## config.mk

```make
export PLATFORM = sky130hd
export DESIGN_NAME = flit_link
export DESIGN_NICKNAME = d
export VERILOG_FILES = /design/src/rtl/flit_link.sv
export SDC_FILE = /design/constraint.sdc
export NUM_CORES = 1
export LEC_CHECK = 0
export BUFFER_PORTS_ARGS = -buffer_cell sky130_fd_sc_hd__buf_2
export CAP_MARGIN = 20
export CORE_ASPECT_RATIO = 1.75
export CORE_MARGIN = 8
export CORE_UTILIZATION = 40
export CTS_BUF_LIST = sky130_fd_sc_hd__clkbuf_2 sky130_fd_sc_hd__clkbuf_4 sky130_fd_sc_hd__clkbuf_8
export DETAILED_ROUTE_END_ITERATION = 8
export RECOVER_POWER = 50
export SYNTH_ARGS = -nofsm -noshare
export SYNTH_HDL_FRONTEND = slang
export SYNTH_SLANG_ARGS = --single-unit
```

## constraint.sdc

```tcl
create_clock -name clk -period 4.9 [get_ports clk]
set_input_delay 0.98 -clock clk [delete_from_list [all_inputs] [get_ports clk]]
set_output_delay 0.98 -clock clk [all_outputs]
set_load 0.005 [all_outputs]
```

## src/rtl/flit_link.sv

```systemverilog
module flit_link #(
  parameter int W       = 16,
  parameter int CREDITS = 8,
  parameter int DEPTH   = 8
) (
  input  logic         clk,
  input  logic         rst_n,
  input  logic         in_valid,
  output logic         in_ready,
  input  logic [W-1:0] in_data,
  input  logic         in_last,
  output logic [W-1:0] tx_data,
  output logic [3:0]   tx_ctrl,
  input  logic [3:0]   tx_rev,
  input  logic [W-1:0] rx_data,
  input  logic [3:0]   rx_ctrl,
  output logic [3:0]   rx_rev,
  output logic         out_valid,
  input  logic         out_ready,
  output logic [W-1:0] out_data,
  output logic         out_head,
  output logic         out_last,
  output logic         frame_err
);

  localparam int CW   = $clog2(CREDITS + 1);
  localparam int AW   = (DEPTH > 1) ? $clog2(DEPTH) : 1;
  localparam int NW   = $clog2(DEPTH + 1);
  localparam int EW   = W + 2;
  localparam logic [1:0] F_IDLE = 2'b00;
  localparam logic [1:0] F_TAG  = 2'b01;
  localparam logic [1:0] F_BODY = 2'b10;
  localparam logic [1:0] F_END  = 2'b11;

  // ---------------- transmit engine ----------------
  logic [CW-1:0] cred;
  logic          tx_head;
  logic [1:0]    tx_kind;
  logic [1:0]    ret;
  logic          tx_fire;

  assign in_ready = (cred != '0);
  assign tx_fire  = in_valid && in_ready;
  assign tx_kind  = tx_head ? F_TAG : (in_last ? F_END : F_BODY);
  assign ret      = {1'b0, tx_rev[0]} + {1'b0, tx_rev[1]};

  always_ff @(posedge clk) begin
    if (!rst_n) begin
      cred    <= CW'(CREDITS);
      tx_head <= 1'b1;
      tx_data <= '0;
      tx_ctrl <= '0;
    end else begin
      cred    <= cred - CW'(tx_fire) + CW'(ret);
      tx_ctrl <= {2'b00, tx_fire ? tx_kind : F_IDLE};
      tx_data <= tx_fire ? in_data : '0;
      if (tx_fire) tx_head <= (tx_kind == F_END);
    end
  end


  // credit_zero_idle_chk
  credit_zero_idle_chk: assert property (@(posedge clk) disable iff (!rst_n)
    (cred == '0) |=> (tx_ctrl[1:0] == F_IDLE));

  credit_bound_chk: assert property (@(posedge clk) disable iff (!rst_n)
    cred <= CW'(CREDITS));

  ctrl_reserved_chk: assert property (@(posedge clk) disable iff (!rst_n)
    tx_ctrl[3:2] == 2'b00);

  // ---------------- receive engine ----------------
  logic [1:0]    rk;
  logic          is_tag, is_body, drop, wr, pop, open_pkt;
  logic [AW-1:0] wp, rp;
  logic [NW-1:0] cnt;
  logic [EW-1:0] mem [DEPTH];

  assign rk      = rx_ctrl[1:0];
  assign is_tag  = (rk == F_TAG);
  assign is_body = (rk == F_BODY) || (rk == F_END);
  assign drop    = (is_tag && open_pkt) || (is_body && !open_pkt);
  assign wr      = (is_tag || is_body) && !drop;
  assign pop     = out_valid && out_ready;

  assign out_valid = (cnt != '0);
  assign {out_head, out_last, out_data} = mem[rp];

  function automatic logic [AW-1:0] nxt(input logic [AW-1:0] p);
    return (p == AW'(DEPTH - 1)) ? '0 : p + 1'b1;
  endfunction

  always_ff @(posedge clk) begin
    if (wr) mem[wp] <= {is_tag, rk == F_END, rx_data};
  end

  always_ff @(posedge clk) begin
    if (!rst_n) begin
      wp        <= '0;
      rp        <= '0;
      cnt       <= '0;
      open_pkt  <= 1'b0;
      frame_err <= 1'b0;
      rx_rev    <= '0;
    end else begin
      if (wr)  wp <= nxt(wp);
      if (pop) rp <= nxt(rp);
      cnt <= cnt + NW'(wr) - NW'(pop);
      if (wr) open_pkt <= is_tag || (rk == F_BODY);
      frame_err <= frame_err | drop;
      rx_rev    <= {2'b00, drop, pop};
    end
  end


  err_sticky_chk: assert property (@(posedge clk) disable iff (!rst_n)
    frame_err |=> frame_err);

  no_overflow_chk: assert property (@(posedge clk) disable iff (!rst_n)
    wr |-> (cnt < NW'(DEPTH)));

  pop_credit_chk: assert property (@(posedge clk) disable iff (!rst_n)
    (out_valid && out_ready) |=> rx_rev[0]);

endmodule

```

### After elaboration in Yosys (flattened, before gate mapping)

Memory sizes are Yosys's and may differ from the RTL's. A register that Yosys moved wholly into a read port is not among the register bits.
Index checks and enable logic that the tools add are counted.
W data, S select, Z words.

* bits of input ports: 45
* output and inout port bits: 45
* bits in writable memories: 144
* memories kept: 1
* register bits after elaboration: 41
* word-level logic and storage cells: 49

* add/sub/neg operators: 7
* reduce and logical (&&, ||, !) cells: 14
* bitwise gates (word level): 1
* eq/ne operators: 6
* muxes and demuxes: 8

Memories
* mem: depth 8, bits a word 18, rd ports 1, clocked after memory_dff 1, wr ports 1, line 77 `logic [EW-1:0] mem [DEPTH];`

Operators by type and width (count)
* $mux W3: 4
* $reduce_bool A4 Y1: 2
* $sub A4 B1 Y4: 2
* $add A3 B1 Y3 const B: 2
* $eq A2 B2 Y1 const B: 3
* $eq A3 B3 Y1 const B: 2
* $logic_and A1 B1 Y1: 5
* $add A4 B1 Y4: 1
* $add A4 B2 Y4: 1
* $logic_or A1 B1 Y1: 4
* $mux W1: 3
* $add A1 B1 Y2: 1
* $eq A2 B1 Y1 const B: 1
* $logic_not A1 Y1: 2
* $mux W2: 1
* $reduce_and A2 Y1: 1
* $or A1 B1 Y1: 1

### Longest topological paths before layout

* depth after elaboration: 8
* mapped depth: 12
* mapped depth without buffers: 11

### Worst setup path after synthesis

Ideal clock, no wire load.

* path type: input to register
* start point: input rx_ctrl[0]
* end point: memory mem[4][0] (netlist bit) (enable)
* buffers on the path: 0
* required time: 4.454 ns
* setup slack: 0.719 ns
* stages: 4
* data arrival time: 3.735 ns
* cell sequence: ha_1 > nor3_1 > o21bai_2 > nor4b_1

* word-level cells in the longest chain between the ends: 8
* elaborated cells on any way between the ends: 12

Ends and longest elaborated chain
* start, declared: line 16 `input logic [3:0] rx_ctrl,`
* $eq A2 B2 Y1: line 81 `assign is_body = (rk == F_BODY) || (rk == F_END);`
* $logic_or A1 B1 Y1: line 81
* $logic_and A1 B1 Y1: line 82 `assign drop = (is_tag && open_pkt) || (is_body && !open_pkt);`
* $logic_or A1 B1 Y1: line 82
* $logic_not A1 Y1: line 83 `assign wr = (is_tag || is_body) && !drop;`
* $logic_and A1 B1 Y1 (*): line 83
* $mux W1 (*): line 94 `if (wr) mem[wp] <= {is_tag, rk == F_END, rx_data};`
* $mux W1 (implied by the code) (*): line 94
* end, declared: line 77

Every way passes the cells marked *; elsewhere a longest branch is shown, timed or not.

==> impl_metrics.json <==
{
  "slew_viol_final": 0,
  "root_buffer": "clkbuf_8",
  "drtAntennaViolNets": 0,
  "fin_skew_ps": 15.3,
  "worstPathRequired_ps": 3920,
  "hold_buffers": 0,
  "overflow": 0,
  "yosys_warnings": 0,
  "hold_path_class": "register to register",
  "clockBufferDepth": 2,
  "cp_data_arrival_time_ps": 2690,
  "setup_ws_ps": 1230,
  "cts_buffers": 17,
  "route.detailed.drc": 0,
  "grt_pass1_wl_mm": 21.2,
  "n_antenna_cell": 0,
  "synth_seq_cells": 184,
  "num_vias": 3532,
  "cts.repair.resized": 0,
  "fin_crit_sh": 0.749,
  "ys_types": 44,
  "fmax_mhz": 273,
  "synth_area_leader_cell": "edfxtp_1",
  "fin_tns_setup_ps": 0,
  "netlist_area_sq_mm": 0.00727,
  "cts.sink_count": 184,
  "grt.total_usage": 0.121,
  "ir_worst_vdd_mv": 0.206,
  "final_common_cell": "edfxtp_1",
  "dp_slack_ps": 1440,
  "die_h_microns": 194,
  "syn_to_final_growth_pct": 14.5,
  "rsz0062_at_grt": "no",
  "synth_area_leaders": "edfxtp_1 59%, dfxtp_1 11%, mux4_1 9.8%",
  "final_nets": 534,
  "viasPerCell": 4.93,
  "post_cts_buffers": 0,
  "crit_path_start_kind": "register",
  "finalPower_uw": 3570,
  "drt-met1-wl_mm": 5.34,
  "grt_max_degree": 37,
  "cts.htree.levels": 4,
  "tightest_slew_ps": 1010,
  "fp.dieArea_sq_mm": 0.0229,
  "path_class": "register to output port",
  "top_layer": "met4",
  "portBuffers": 81,
  "grt_antenna_before_repair": 0,
  "path_clk_slew_ps": 90,
  "ys_seq_area_frac": 0.705,
  "finalSetupViolCount": 0,
  "power.leakage_uw": 0.00292,
  "grt_pass1_vias": 3894,
  "synth_top_area_share": 0.594,
  "final_cell_mix": "144 x edfxtp_1, 52 x buf_2, 38 x dfxtp_1, 29 x clkbuf_1, 27 x mux4_1",
  "max-cap-violations": 0,
  "dr.pass1.iters": 4,
  "io_pins": 90,
  "status": "finished clean",
  "num_rows": 65,
  "drive_above_1_share": 0.298,
  "wl_met2_mm": 7.11,
  "die_x_microns": 118,
  "syn_avg_cell_area_sq_um": 19.3,
  "place_congestion": 0.668,
  "initial_utilization": 0.405,
  "endpoint_kind": "output port",
  "routed_wl_mm": 13.2,
  "wl_per_cell_microns": 18.4,
  "p_per_area_mw_per_mm2": 428,
  "critPathMaxFanout": 25,
  "core-area_sq_mm": 0.0180,
  "postSynthCellCount": 377,
  "hold_violations": 0,
  "drtIter0Drc": 224,
  "hpwl_mm": 8.58,
  "cts_tree": "done",
  "route.met3.wl_microns": 526,
  "period_needed_ps": 3670,
  "slew_headroom": 0.328,
  "clk_latency_ps": 460
}
==> cell families (layout without fill, tap and decap cells) <==
kind of cell             after synthesis  count (layout)  synth area share
AO/OA/AOI/OAI                         11              11            0.0108
other                                  1               4          0.000516
flip-flops                           184             184             0.705
buffers and inverters                 35             138            0.0289
AND/OR/NAND/NOR                       63              63            0.0528
adder cells (fa/ha/maj)               19              19            0.0358
XOR/XNOR                               3               3           0.00361
multiplexers                          61              61             0.163
==> layer usage <==
layer,vias to the layer above,global-route usage
met4,0,0.0482
met1,1773,0.128
li1,1656,-
met3,17,0.0331
met5,-,0
met2,86,0.222
==> stage by stage <==
stage | cells | hold slack, ps | cell area (sq um) | util
CTS | 717 | 495 | 8380 | 0.466
finish | 717 | 490 | 8330 | 0.463
floorplan | 380 | 446 | 7290 | -
global placement | 685 | 463 | 7960 | 0.443
detailed placement | 685 | 467 | 7960 | 0.443
global route | 717 | 524 | 8330 | 0.463
==> cell type report <==
cell class,instances,area [sq um]
fill,1550,9640
sequential,184,5130
multi-input combinational,161,1990
timing repair buffer,91,444
tap,234,293
clock buffer,19,255
clock inverter,13,168
inverter,15,56.3
==> worst max-delay path, stage by stage (launching register included) <==
cell	delay [ps]
dfxtp_2	850
buf_4	380
mux4_1	570
mux2_2	290
buf_2	130
==> worst paths after layout <==
check	startpoint	end	slack (ps)	depth (start not counted)
max	register	out_data[1]	1230	4
min	tx_head	tx_ctrl[1]	490	1
max reg2reg	cnt[2]	cnt[2]	2420	11
min reg2reg	tx_head	tx_ctrl[1]	490	1
==> Yosys cell counts, drive strengths merged <==
library cell / instances
or3: 1
fa: 3
conb: 1
a41oi: 1
nor2b: 1
mux2: 19
nand2: 13
nand3b: 2
nand4: 1
nor4b: 4
and2: 20
nor2: 5
nor3: 5
buf: 15
a21o: 2
nand2b: 2
a21oi: 2
inv: 15
a311oi: 1
mux2i: 6
or2: 1
ha: 16
o21bai: 1
mux4: 36
and3: 2
nor4: 2
dfxtp: 40
xnor2: 2
o21ai: 2
edfxtp: 144
clkbuf: 5
xor2: 1
o21a: 2
or3b: 3
nand3: 1
==> report_power, final <==
part / leakage [uW] / switching, uW / internal (uW)
Combinational: 0.00108 / 304 / 352
Sequential: 0.00164 / 66.5 / 1790
Clock: 0.000204 / 525 / 529
Total: 0.00292 / 896 / 2670
==> sequential cells by signal, summed over array words and instances, names as in the netlist, named ones only <==
signal / count
wp: 3
frame_err: 1
tx_data: 16
open_pkt: 1
tx_ctrl: 2
rx_rev: 2
cred: 4
rp: 3
mem: 144
cnt: 4
tx_head: 1
Note: power is estimated with default switching activity, not from simulation.
